==> src/rtl/cfg_i2c_route_writer.sv <==
module cfg_i2c_route_writer #(
  parameter int          CLK_DIV   = 125,
  parameter int          N_ENTRIES = 4,
  parameter logic [6:0]  SW_ADDR   = 7'h74,
  parameter logic [7:0]  SW_MASK   = 8'hFF,
  parameter logic [6:0]  DEV_ADDR  = 7'h39,
  localparam int         EW        = (N_ENTRIES > 1) ? $clog2(N_ENTRIES) : 1
) (
  input  logic          clk,
  input  logic          rst_n,
  input  logic          start,
  output logic          busy,
  output logic          done,
  output logic          error,
  output logic [EW-1:0] err_entry,
  output logic          scl_drive_n,
  output logic          sda_drive_n,
  input  logic          scl_in,
  input  logic          sda_in
);
  localparam int DW = (CLK_DIV > 1) ? $clog2(CLK_DIV) : 1;

  typedef enum logic [1:0] {S_IDLE, S_START, S_BIT, S_STOP} st_t;

  st_t           st;
  logic [DW-1:0] div;
  logic [1:0]    q;
  logic [3:0]    bitn;
  logic [1:0]    byten;
  logic          phase;
  logic          nack;
  logic          sda_ctl;
  logic          up;
  logic [EW-1:0] entry;
  logic [7:0]    cur_byte;
  logic          tick;
  logic          last_byte;

  function automatic logic [7:0] byte_at(input logic ph, input logic [1:0] b,
                                          input logic [EW-1:0] e);
    logic [7:0] idx;
    idx = 8'(e);
    if (!ph) return (b == 2'd0) ? {SW_ADDR, 1'b0} : SW_MASK;
    case (b)
      2'd0:    return {DEV_ADDR, 1'b0};
      2'd1:    return idx;
      2'd2:    return idx ^ 8'hA5;
      default: return idx + 8'h3C;
    endcase
  endfunction

  assign cur_byte    = byte_at(phase, byten, entry);
  assign tick        = (div == DW'(CLK_DIV - 1));
  assign last_byte   = phase ? (byten == 2'd3) : (byten == 2'd1);
  assign sda_drive_n = (st == S_BIT) ? ((bitn == 4'd8) ? 1'b1 : cur_byte[~bitn[2:0]])
                                     : sda_ctl;

  always_ff @(posedge clk or negedge rst_n) begin
    if (!rst_n) begin
      st          <= S_IDLE;
      div         <= '0;
      q           <= '0;
      bitn        <= '0;
      byten       <= '0;
      phase       <= 1'b0;
      nack        <= 1'b0;
      sda_ctl     <= 1'b1;
      scl_drive_n <= 1'b1;
      entry       <= '0;
      busy        <= 1'b0;
      done        <= 1'b0;
      error       <= 1'b0;
      err_entry   <= '0;
      up          <= 1'b0;
    end else begin
      up <= 1'b1;
      if (st == S_IDLE) begin
        div <= '0;
        q   <= '0;
        if (start && scl_in && sda_in) begin
          st        <= S_START;
          busy      <= 1'b1;
          done      <= 1'b0;
          error     <= 1'b0;
          err_entry <= '0;
          entry     <= '0;
          phase     <= 1'b0;
          byten     <= '0;
          nack      <= 1'b0;
        end
      end else if (!tick) begin
        div <= div + 1'b1;
      end else begin
        div <= '0;
        q   <= q + 2'd1;
        case (st)
          S_START:
            case (q)
              2'd1: sda_ctl <= 1'b0;
              2'd2: scl_drive_n <= 1'b0;
              2'd3: begin
                st   <= S_BIT;
                bitn <= '0;
              end
              default: ;
            endcase
          S_BIT:
            case (q)
              2'd0: scl_drive_n <= 1'b1;
              2'd1: if (bitn == 4'd8) nack <= sda_in;
              2'd2: scl_drive_n <= 1'b0;
              default:
                if (bitn != 4'd8) begin
                  bitn <= bitn + 4'd1;
                end else if (nack || last_byte) begin
                  st      <= S_STOP;
                  sda_ctl <= 1'b0;
                end else begin
                  byten <= byten + 2'd1;
                  bitn  <= '0;
                end
            endcase
          S_STOP:
            case (q)
              2'd0: scl_drive_n <= 1'b1;
              2'd1: sda_ctl <= 1'b1;
              2'd3:
                if (nack) begin
                  st        <= S_IDLE;
                  busy      <= 1'b0;
                  error     <= 1'b1;
                  err_entry <= entry;
                end else if (!phase) begin
                  phase <= 1'b1;
                  byten <= '0;
                  st    <= S_START;
                end else if (entry == EW'(N_ENTRIES - 1)) begin
                  st   <= S_IDLE;
                  busy <= 1'b0;
                  done <= 1'b1;
                end else begin
                  entry <= entry + 1'b1;
                  phase <= 1'b0;
                  byten <= '0;
                  st    <= S_START;
                end
              default: ;
            endcase
          default: ;
        endcase
      end
    end
  end


  sda_edge_chk: assert property (@(posedge clk) disable iff (!rst_n)
    (up && (sda_drive_n != $past(sda_drive_n)) && $past(scl_drive_n))
      |-> ($past(st) == S_START || $past(st) == S_STOP));


  idle_rel_chk: assert property (@(posedge clk) disable iff (!rst_n)
    (st == S_IDLE) |-> (scl_drive_n && sda_drive_n));


  flag_excl_chk: assert property (@(posedge clk) disable iff (!rst_n)
    busy |-> (!done && !error));


  scl_hold_chk: assert property (@(posedge clk) disable iff (!rst_n)
    (st == S_BIT && !tick) |=> $stable(scl_drive_n));


  err_halt_chk: assert property (@(posedge clk) disable iff (!rst_n)
    (error && !start) |=> (error && scl_drive_n));
endmodule

==> config.mk <==
export PLATFORM = sky130hd
export DESIGN_NAME = cfg_i2c_route_writer
export DESIGN_NICKNAME = d
export VERILOG_FILES = /design/src/rtl/cfg_i2c_route_writer.sv
export SDC_FILE = /design/constraint.sdc
export NUM_CORES = 1
export LEC_CHECK = 0
export CORE_MARGIN = 5
export CORE_UTILIZATION = 35
export DETAILED_ROUTE_END_ITERATION = 8
export DONT_BUFFER_PORTS = 1
export PLACE_DENSITY = 0.55
export SETUP_SLACK_MARGIN = 0.15
export SYNTH_ARGS = -nofsm -noshare
export SYNTH_HDL_FRONTEND = slang
export SYNTH_SLANG_ARGS = --single-unit
==> constraint.sdc <==
create_clock -name clk -period 3.1 [get_ports clk]
set_clock_uncertainty 0.05 [all_clocks]
set_input_delay 0 -clock clk [delete_from_list [all_inputs] [get_ports clk]]
set_output_delay 0 -clock clk [all_outputs]
set_load 0.1 [all_outputs]
==> results by group <==
Placement
  – Gpl congestion: 0.810
  – Port bufs: 0
  – Hpwl dp: 3030 um
  – Place WS: 900 ps
  – Placed cells: between 200 and 300

Timing
  – Max-slew headroom: 0.403
  – Setup violations, final: 0
  – TNS Setup: 0 ps
  – Fmax: 398 MHz
  – Final Hold Vio Count: 0
  – Slew of the pin with the lowest slew margin: 896 ps
  – Fin. max-slew vios: 0
  – Crit path time final: 2510 ps
  – Worst setup margin: 585 ps
  – RSZ-0062 raised after global routing: no
  – Period utilization: 0.811

Floorplanning
  – Core area: 5510 um^2
  – Die ar.: around 7300 um^2
  – Initial core utilization: 0.362
  – Ports: 12
  – Row count: 27
  – Die width: 85.5 um
  – Die Height: ~85 um

Detailed routing
  – Routed Wire Length: a little over 4000 um
  – Antenna viol nets, final: 0
  – Iteration-0 DRC Markers: 98
  – WL per Instance: ~14 um
  – First-pass DRT Iterations: 4
  – Drt via density: about 5.2
  – DRC violations left: 0
  – Vias: ~1500

Synth
  – Synth area leaders: dfrtp_1, ha_1, inv_1
  – Syn Inst Count: 211
  – Synth top area share: 0.326
  – Async SR Flop Fraction: 1.00
  – Syn Nets: 235
  – Sequential element share of the synthesized area: 0.353
  – EDFF count, synth: 0
  – Synth area leader: dfrtp_1
  – #FFs+latches synth: 28
  – Mean post-synth cell area: 9.45 um^2
  – Post-Syn Area: 1990 um^2
  – Yosys warns: 0
  – Cell variety after synth: 58
  – Ys flop type: dfrtp_1

Cells and area
  – Fillers: approximately 550
  – Most common cell after layout, fill and taps aside: dfrtp_1
  – Non-filler cells, final: 287
  – Most frequent cells in the layout: dfrtp_1, inv_1, ha_1
  – Ant. Diodes: 0
  – Layout area overhead: 8.41%
  – Fin nets: 240
  – Share of layout cells above drive strength 1: 0.0837

GRT
  – Largest net degree at the start of global routing: 29
  – Global Route Usage Sum: 0.119
  – Number of global-route vias before repair: 1402
  – Grt ovf: 0
  – Antenna violations before repair: 0
  – Global-route wire length before repair: roughly 7000 um

CTS
  – Post-CTS Setup Bufs: 0
  – Clock Path Buffers: 2
  – Num CTS Buffers: 3
  – Clock-pin slew on the worst setup and hold paths: 100 ps
  – Clock Tree Root: clkbuf_8
  – Clock sink total: 28
  – CTS tree: done
  – Clk Latency, worst-skew pair: 280 ps
  – Post_cts resized: 0
  – Hold Buf Count CTS: 4
  – H-tree Lvls: 1

Pwr
  – Comb power frac: 0.478
  – Peak supply drop: 0.000455 V
  – NetSw: 0.000875 W
  – Sequential power share: 0.401
  – Int Pwr: 0.000865 W
  – Pwr dens: 805 nW/um^2
  – Switching share of power: 0.503
  – Leakage: 0.934 nW
  – Clock power frac: 0.121
  – Final Power: 0.00174 W

Setup path
  – Kind of critical path: reg2reg
  – Crit path max fanout: 9
  – CP required: 3210 ps
  – CP Cell Sequence: inv_1 -> ha_1 -> nand3b_1 -> nor4_1 -> mux2i_1 -> o21ai_1 -> dlygate4sd3_1
  – CP max stage delay: 560 ps
  – Dominant delay contributor by cell family on the critical path: buffers and inverters
  – Critical path startpoint: bitn[0]
  – Worst r2r src: bitn[0]
  – Buf+Inv Stages, Crit Path: 2
  – CP max stage cell: dlygate4sd3_1
  – Crit start category: flip-flop
  – Arrival time at the worst endpoint: 2630 ps
  – Worst setup EP type: flip-flop

Status
  – Status: complete, no violations

Hold path
  – Worst Hold Class: in2reg
  – Worst min-delay path startpoint: scl_in

Job
  – Max_cap viols: 0
[area by class of cell]
class / count / area [um^2] / share of cell area
clock buffers: 4 / 45.0 / 0.0208
inverters: 23 / 86.3 / 0.0400
multi-input cells: 153 / 1160 / 0.539
flip-flops and latches: 28 / 703 / 0.325
well taps: 72 / 90.1 / 0.0417
repair buffers: 7 / 72.6 / 0.0336
[registers in the layout (all words and copies together) (netlist names)]
signal and count:
err_entry 2, bitn 4, done 1, scl_drive_n 1, nack 1, error 1, q 2, busy 1
entry 2, st 2, div 7, phase 1, byten 2, sda_ctl 1
[cells in the mapped netlist (2+ instances only)]
library cell / count
or3b_1: 3
a21oi_1: 10
o21ai_1: 3
o211ai_1: 3
o21ai_0: 8
o2bb2ai_1: 3
o22ai_1: 2
xnor2_1: 2
xor2_1: 4
a211oi_1: 2
inv_1: 23
nor2_1: 16
mux2_1: 4
nand4_1: 5
ha_1: 19
nor4_1: 2
mux2i_1: 5
nor2b_1: 5
nand3_1: 7
a31oi_1: 2
buf_2: 2
nand3b_1: 3
nor3_1: 4
dfrtp_1: 26
dfstp_2: 2
clkbuf_1: 2
nand2_1: 10
o31ai_1: 3
nand2b_1: 2
[per-stage QoR]
stage | utilization | hold WS (ps) | area [um^2]
floorplan | - | -346 | 1990
global placement | 0.375 | -345 | 2070
detailed placement | 0.375 | -345 | 2070
CTS | 0.392 | 2.27 | 2160
global route | 0.392 | 16.4 | 2160
finish | 0.392 | 16.8 | 2160
[cell families after synthesis]
logic type                 count (synthesis)  synth area share
DFF                                       28             0.353
xor gates and xnor gates                   6            0.0264
and+or+nand+nor                           68             0.203
buffers and inverters                     30            0.0634
muxes                                     10            0.0552
adders and majority gates                 19             0.119
AOI/OAI and AO/OA                         50             0.180
[worst paths after layout]
kind | depth (start not counted) | slack, ps | endpoint
setup / recovery | 7 | 590 | nack
setup reg to reg | 7 | 590 | nack
hold reg to reg | 1 | 460 | div[0]
max in group asynchronous | 2 | 2650 | sda_ctl
hold / removal | 2 | 20 | busy
min in group asynchronous | 2 | 100 | err_entry[1]
[power groups by stage]
stage | clock network [W] | logic, W | registers (W)
after floorplan | 0 | 0.000646 | 0.000712
after global placement | 0 | 0.000822 | 0.000707
after detailed placement | 0 | 0.000827 | 0.000708
after CTS | 0.000222 | 0.000841 | 0.000700
after global routing | 0.000238 | 0.000939 | 0.000716
final | 0.000210 | 0.000833 | 0.000698
[layer usage]
| metal | vias up | global-route usage | part of all wire | routed length [um] |
|---|---|---|---|---|
| li1 | 769 | - | - | - |
| met1 | 714 | 0.163 | 0.49 | 2000 |
| met2 | 20 | 0.191 | 0.47 | 1950 |
| met3 | 2 | 0.0214 | 0.032 | 132 |
| met4 | 0 | 0.0302 | 0.0088 | 36 |
| met5 | - | 0 | 0 | 0 |
No activity file was read; power rests on OpenSTA's default activity.
